$ cat src/rtl/xnet_pkg.sv
package xnet_pkg;

  typedef enum logic [1:0] {
    XM_BCAST = 2'b00,
    XM_WROT  = 2'b01,
    XM_BROT  = 2'b10,
    XM_REFL  = 2'b11
  } xmode_e;

  // clocks per transfer from the ring size and word width
  function automatic int xfer_cycles(input int n_pe, input int word_w);
    return (n_pe <= word_w) ? 2 : 3;
  endfunction

endpackage

$ cat src/rtl/xnet_seq.sv
module xnet_seq #(
  parameter int CYCLES = 2,
  localparam int CW = $clog2(CYCLES + 1)
) (
  input  logic clk,
  input  logic rst,
  input  logic start,
  output logic ready,
  output logic load,
  output logic commit,
  output logic done
);

  logic          busy;
  logic [CW-1:0] phase;

  assign ready  = !busy;
  assign load   = start && !busy;
  assign commit = busy && (phase == CW'(CYCLES - 1));

  always_ff @(posedge clk) begin
    if (rst) begin
      busy  <= 1'b0;
      phase <= '0;
      done  <= 1'b0;
    end else begin
      done <= commit;
      if (load) begin
        busy  <= 1'b1;
        phase <= CW'(1);
      end else if (commit) begin
        busy  <= 1'b0;
        phase <= '0;
      end else if (busy) begin
        phase <= phase + CW'(1);
      end
    end
  end

endmodule

$ cat src/rtl/xnet_router.sv
module xnet_router
  import xnet_pkg::*;
#(
  parameter int N_PE   = 8,
  parameter int WORD_W = 32,
  parameter int IDX_W  = 3
) (
  input  logic [N_PE*WORD_W-1:0] src_flat,
  input  xmode_e                 mode,
  input  logic [IDX_W-1:0]       sel_src,
  input  logic [IDX_W-1:0]       amt,
  output logic [N_PE*WORD_W-1:0] dst_flat
);

  logic [WORD_W-1:0] words [N_PE];

  for (genvar j = 0; j < N_PE; j++) begin : g_unpack
    assign words[j] = src_flat[j*WORD_W +: WORD_W];
  end

  for (genvar j = 0; j < N_PE; j++) begin : g_lane
    logic [IDX_W-1:0]    rot_idx;
    logic [IDX_W-1:0]    refl_idx;
    logic [2*WORD_W-1:0] dbl;
    logic [WORD_W-1:0]   sel;

    assign rot_idx  = IDX_W'(j) - amt;
    assign refl_idx = IDX_W'(j) ^ amt;

    always_comb begin
      dbl = {words[j], words[j]} << (int'(amt) % WORD_W);
    end

    always_comb begin
      unique case (mode)
        XM_BCAST: sel = words[sel_src];
        XM_WROT:  sel = words[rot_idx];
        XM_BROT:  sel = dbl[2*WORD_W-1:WORD_W];
        default:  sel = words[refl_idx];
      endcase
    end

    assign dst_flat[j*WORD_W +: WORD_W] = sel;
  end

endmodule

$ cat src/rtl/xnet_qbank.sv
module xnet_qbank #(
  parameter int N_PE   = 8,
  parameter int WORD_W = 32
) (
  input  logic                   clk,
  input  logic                   rst,
  input  logic                   commit,
  input  logic [N_PE-1:0]        part,
  input  logic [N_PE*WORD_W-1:0] routed,
  output logic [N_PE*WORD_W-1:0] q_flat
);

  for (genvar j = 0; j < N_PE; j++) begin : g_reg
    always_ff @(posedge clk) begin
      if (rst) begin
        q_flat[j*WORD_W +: WORD_W] <= '0;
      end else if (commit && part[j]) begin
        q_flat[j*WORD_W +: WORD_W] <= routed[j*WORD_W +: WORD_W];
      end
    end
  end

endmodule

$ cat src/rtl/xnet_exchange.sv
module xnet_exchange
  import xnet_pkg::*;
#(
  parameter int N_PE   = 8,
  parameter int WORD_W = 32,
  localparam int IDX_W = $clog2(N_PE)
) (
  input  logic                   clk,
  input  logic                   rst,
  input  logic                   start,
  output logic                   ready,
  input  logic [1:0]             ctl_mode,
  input  logic [IDX_W-1:0]       ctl_src,
  input  logic [IDX_W-1:0]       ctl_amt,
  input  logic [N_PE-1:0]        sel_mask,
  input  logic [N_PE*WORD_W-1:0] p_flat,
  output logic [N_PE*WORD_W-1:0] q_flat,
  output logic                   done
);

  localparam int CYC = xfer_cycles(N_PE, WORD_W);

  logic                   load;
  logic                   commit;
  logic [N_PE*WORD_W-1:0] p_hold;
  logic [N_PE*WORD_W-1:0] routed;
  xmode_e                 mode_hold;
  logic [IDX_W-1:0]       src_hold;
  logic [IDX_W-1:0]       amt_hold;
  logic [N_PE-1:0]        mask_hold;

  xnet_seq #(.CYCLES(CYC)) u_seq (
    .clk    (clk),
    .rst    (rst),
    .start  (start),
    .ready  (ready),
    .load   (load),
    .commit (commit),
    .done   (done)
  );

  // request sampled once, at the accepting edge
  always_ff @(posedge clk) begin
    if (rst) begin
      p_hold    <= '0;
      mode_hold <= XM_BCAST;
      src_hold  <= '0;
      amt_hold  <= '0;
      mask_hold <= '0;
    end else if (load) begin
      p_hold    <= p_flat;
      mode_hold <= xmode_e'(ctl_mode);
      src_hold  <= ctl_src;
      amt_hold  <= ctl_amt;
      mask_hold <= sel_mask;
    end
  end

  xnet_router #(.N_PE(N_PE), .WORD_W(WORD_W), .IDX_W(IDX_W)) u_router (
    .src_flat (p_hold),
    .mode     (mode_hold),
    .sel_src  (src_hold),
    .amt      (amt_hold),
    .dst_flat (routed)
  );

  xnet_qbank #(.N_PE(N_PE), .WORD_W(WORD_W)) u_qbank (
    .clk    (clk),
    .rst    (rst),
    .commit (commit),
    .part   (mask_hold),
    .routed (routed),
    .q_flat (q_flat)
  );

endmodule

$ cat config.mk
export PLATFORM = sky130hd
export DESIGN_NAME = xnet_exchange
export DESIGN_NICKNAME = d
export VERILOG_FILES = /design/src/rtl/xnet_pkg.sv /design/src/rtl/xnet_seq.sv /design/src/rtl/xnet_router.sv /design/src/rtl/xnet_qbank.sv /design/src/rtl/xnet_exchange.sv
export SDC_FILE = /design/constraint.sdc
export NUM_CORES = 2
export LEC_CHECK = 0
export CELL_PAD_IN_SITES_DETAIL_PLACEMENT = 2
export CELL_PAD_IN_SITES_GLOBAL_PLACEMENT = 2
export CORE_MARGIN = 5
export CORE_UTILIZATION = 36
export DETAILED_ROUTE_END_ITERATION = 7
export DONT_BUFFER_PORTS = 1
export HOLD_SLACK_MARGIN = 0.06
export PLACE_DENSITY_LB_ADDON = 0.08
export SYNTH_ARGS = -nofsm -noshare
export SYNTH_HDL_FRONTEND = slang
export SYNTH_SLANG_ARGS = --single-unit
$ cat constraint.sdc
create_clock -name clk -period 3.2 [get_ports clk]
set_clock_uncertainty 0.15 [all_clocks]
set_input_delay 0 -clock clk [delete_from_list [all_inputs] [get_ports clk]]
set_output_delay 0 -clock clk [all_outputs]
set_load 0.02 [all_outputs]
==> results.toml, run 1 <==
[clock_network]
clock_sinks = 532
cts_buffer_depth = 3
postCtsSetupBuffers = 0
htreeDepth = 3
clockRootBuffer = "clkbuf_16"
cts_buffers = 72

[yosys]
synth_warnings = 0
seq_area_frac_synth_pct = 24.04
synth-simple-area-share_pct = 15.50
yosys-top-cells-area = "dfxtp_1, mux2i_1, mux4_2"
synth_edf_count = 0
synth_top_area_share_pct = 24.04
synth-xor-area-share_pct = 0.1921
synth_top_family_by_area = "multiplexers"
synthAdderAreaFrac_pct = 0.08474
synth-seq-cells = 532
yosysUniqueCellTypes = 93
synthMuxAreaShare_pct = 28.67
yosys.area.top_type = "dfxtp_1"
netlist_area_mm2 = 0.04429
ys.flop_type = "dfxtp_1"
synth_compound_area_share_pct = 24.59
avgSynthCellArea_um2 = 8.258
synth_fp_nets = 5642
synthArstFlopShare_pct = 0
syn_inst = 5364

[global_route]
gr-total-overflow = 142
antenna_found_initial = 78
track_usage_pct = 78.49
grt_max_degree = 533

[floorplan]
initial_core_util_pct = 36.30
die_w_um = 360.8
rows = 128
pin_count = 533
die_h_um = 360.8

[run_status]
status = "aborted with a tool error"
lastStage = "5_1_grt"
error = "[ERROR GRT-0232] Routing congestion too high. Check the congestion heatmap in the GUI."

[place]
portBuffers = 0
dp_hpwl_mm = 252.8
gp_congestion = 1.076
place_inst = 6878

[timing]
worst-ep-kind = "sequential cell input"
grt_worst_setup_endpoint = "u_qbank.q_flat[215]$_SDFFE_PP0P_/D"
==> logic make-up after synthesis <==
logic type / count (synthesis)
AOI/OAI and AO/OA: 1550
buffers and inverters: 622
muxes: 1015
xor gates and xnor gates: 8
adders and majority gates: 3
DFF: 532
and+or+nand+nor: 1634
==> metrics by stage <==
stage / instance area, um2 / setup slack (ns) / hold WS [ns] / util [%]
4_1_cts: 57840 / 0.02467 / -0.7630 / 47.39
3_5_place_dp: 48080 / -0.2615 / -0.004943 / 39.40
3_3_place_gp: 48080 / -0.1011 / -0.02247 / 39.40
2_1_floorplan: 44330 / 0.005587 / -0.01403 / -
==> routing by layer <==
layer	GRT usage (%)	GRT overflow
met1	80.95	14
met2	90.72	46
met3	67.38	15
met4	70.11	63
met5	51.53	4
==> cell usage after synthesis (all sizes together) (6+ instances only) <==
master / n
a21oi: 409
o211ai: 14
nor4: 19
mux4: 175
o2111a: 11
or4: 8
o21ai: 169
nor3: 115
o21a: 6
o211a: 6
and3: 37
a2111oi: 44
a31oi: 10
clkbuf: 346
inv: 6
nand3: 36
a32oi: 11
a2bb2oi: 16
o31ai: 7
and2: 7
or2: 11
buf: 269
a221o: 45
nand2: 805
a211oi: 165
nor2: 538
mux2i: 560
a41oi: 9
mux2: 280
o221ai: 43
nor2b: 6
a22o: 31
nor4b: 18
o22a: 16
o21bai: 12
a311oi: 153
o31a: 9
a222oi: 22
a22oi: 52
o221a: 21
dfxtp: 532
o22ai: 165
o2bb2ai: 13
a221oi: 76
==> timing repair <==
action,in CTS
hold buffers,716
pin swaps,0
endpoints found under the setup margin,2
endpoints found under the hold margin,532
gates resized for setup,3
==> inputs of run 2 (changes only) <==
CELL_PAD_IN_SITES_DETAIL_PLACEMENT = default   (was 2)
CELL_PAD_IN_SITES_GLOBAL_PLACEMENT = default   (was 2)
CORE_UTILIZATION = 40   (was 36)
HOLD_SLACK_MARGIN = default   (was 0.06)
PLACE_DENSITY_LB_ADDON = 0.15   (was 0.08)
clock period = 4.2 ns   (was 3.2 ns; I/O delays follow)
==> run 2 against run 1 <==
Compared with the run above:
- the flow now finishes, with violations (design-rule violations, negative setup slack)
- synthesized cell count did not move
- synthesized area did not move
==> results.toml, run 2 <==
[min_path]
hold_class = "in2reg"
hold_end = "p_hold[86]"
hold_start = "p_flat[86]"
hold_depth = 3

[power_and_ir_drop]
leakage_nw = 21.67
switching_share_pct = 38.28
ir_drop_v = 0.0002647
p_int_w = 0.01107
pwr-share-comb_pct = 27.5
power_density_mw_per_mm2 = 295.1
p_seq_share_pct = 35.0
total_power_w = 0.01794
clkPwrFrac_pct = 37.5
switchingPower_w = 0.006867

[critical_path]
endpoint_kind = "register"
reg2reg_from = "amt_hold[1]"
critPathRequiredTime_ns = 4.62
worstSetupPathType = "reg2reg"
start_kind = "register"
r2r-end = "u_qbank.q_flat[152]"
rr_worst_depth = 8
crit_path_start = "amt_hold[1]"
reg2reg_slack_ns = -0.11
crit_fanout = 80
worstPathArrival_ns = 4.73

[yosys]
ys.flop_type = "dfxtp_1"
seq_area_frac_synth_pct = 24.04
yosys-top-cells-area = "dfxtp_1, mux2i_1, mux4_2"
synth_fp_nets = 5642
synth_top_area_share_pct = 24.04
syn_inst = 5364
synth_common_cells = "nand2_1, mux2i_1, dfxtp_1"
netlist_area_mm2 = 0.04429
synthArstFlopShare_pct = 0
synth_edf_count = 0
synth-xor-area-share_pct = 0.1921
synth-simple-area-share_pct = 15.50
synth_compound_area_share_pct = 24.59
synth_warnings = 0
synth_top_family_by_area = "multiplexers"
synth_most_common_cell = "nand2_1"
synth-seq-cells = 532
synthMuxAreaShare_pct = 28.67
avgSynthCellArea_um2 = 8.258
yosysUniqueCellTypes = 93
yosys.area.top_type = "dfxtp_1"
synthAdderAreaFrac_pct = 0.08474

[route]
ant_nets = 0
drc = 32
drt_pre_antenna_iters = 8
wl_mm = 337.2
vias_per_cell = 7.447
via_count = 58660
wl_per_cell_um = 42.81
drtIter0Drc = 10050

[cells_and_area]
area_growth_pct = 37.23
layout_commonest_cell = "dlygate4sd3_1"
fin_nets = 6591
drive_gt1_share_pct = 15.06
top_regs = "p_hold: 256 flops, u_qbank.q_flat: 256 flops, mask_hold: 8 flops"
most-common-layout-cells = "dlygate4sd3_1, nand2_1, mux2i_1"
final_cells = 7877

[timing]
rsz0062_at_grt = "true"
setup_tns_ns = -0.5181
fmax_ghz = 0.2319
min_period_ns = 4.312
hold_violations = 0
timing.final.crit_share_pct = 102.7
worst_pin_slew_ns = 1.384
fin_hold_ws_ns = 0.05932
slew_violations = 0
relSlewSlack_pct = 5.124
fin_ws_ns = -0.1121
setup_violations = 13

[floorplan]
rows = 122
pin_count = 533
die_w_um = 342.8
coreArea_mm2 = 0.1104
die_area_mm2 = 0.1175
initial_core_util_pct = 40.13
die_h_um = 342.8

[global_route]
gr-total-overflow = 0
antenna_found_initial = 43
grt_pass1_wl_mm = 449.2
track_usage_pct = 53.86
grt_max_degree = 273
first_global_vias = 55830

[clock_network]
cts_buffers = 68
cts_buffer_depth = 3
path_clk_slew_ns = 0.07
clock_sinks = 532
clockRootBuffer = "clkbuf_16"
cts_tree = "yes"
htreeDepth = 3
clock_latency_ns = 0.67

[place]
gp_congestion = 1.090
place_inst = 6503
portBuffers = 0
dp_hpwl_mm = 226.7

[run_status]
status = "complete, but fails checks"
violations = "design-rule violations, negative setup slack"

[run]
maxCapViolations = 0
-- run 2: cell counts after synthesis --
Identical to the previous run, type by type.
-- run 2: logic make-up after synthesis --
| family | Yosys count |
|---|---|
| compound gates | 1550 |
| xor+xnor | 8 |
| fa+ha+maj | 3 |
| buf+inv | 622 |
| flops | 532 |
| mux | 1015 |
| simple gates | 1634 |
-- run 2: what timing repair did --
action                                  4_1_cts  5_1_grt
buffers inserted                              0        8
hold endpoints to repair                    532        0
hold buffers                               1217        0
endpoints found under the setup margin        0       72
gates resized for setup                       0       46
-- run 2: worst max-delay path by stage --
stage,to,depth (start not counted),slack [ns]
after floorplan,u_qbank.q_flat[159],13,0.81
after global placement,u_qbank.q_flat[151],6,0.56
after detailed placement,u_qbank.q_flat[151],6,0.52
after global routing,u_qbank.q_flat[168],9,-0.03
after CTS,u_qbank.q_flat[246],9,0.02
final,u_qbank.q_flat[152],8,-0.11
-- run 2: layout make-up --
| type | instances | area [um2] |
|---|---|---|
| clock buffer | 92 | 1976 |
| antenna | 21 | 52.55 |
| multi-input combinational | 4210 | 30810 |
| clock inverter | 33 | 469.2 |
| fill | 9744 | 49580 |
| timing repair buffer | 1494 | 14920 |
| tap | 1488 | 1862 |
| inverter | 7 | 33.78 |
| sequential | 532 | 10670 |
-- run 2: metrics by stage --
stage | util (%) | cell area [um2] | setup WS (ns)
2_1_floorplan | - | 44290 | 0.8126
3_3_place_gp | 41.41 | 45700 | 0.5626
3_5_place_dp | 41.41 | 45700 | 0.5242
4_1_cts | 54.71 | 60380 | 0.01561
5_1_grt | 55.04 | 60740 | -0.03052
6_report | 55.08 | 60780 | -0.1121
-- run 2: critical path, stage by stage, from the launching register on --
cell	delay, ns
dfxtp_4	0.53
buf_12	0.45
mux2i_1	1.18
nand2_1	0.10
and3_1	0.22
a221oi_1	0.29
a311oi_1	0.14
dlygate4sd3_1	0.57
dlygate4sd3_1	0.55
-- run 2: power by group through the flow --
stage               sequential (W)  clock, W  combinational [W]
finish                     0.00628   0.00673            0.00493
global placement           0.00622         0            0.00366
detailed placement         0.00622         0            0.00366
global route               0.00616   0.00684            0.00497
CTS                        0.00611   0.00664            0.00448
floorplan                  0.00558         0            0.00250
-- run 2: metal layers --
layer	vias up	global-route usage [%]	wire, um
met1	28660	66.13	121000
met5	-	2.655	770
met4	34	29.56	24220
met3	1567	32.31	63540
met2	6094	72.24	127700
li1	22310	-	-
Power figures use the tool's default switching activity.
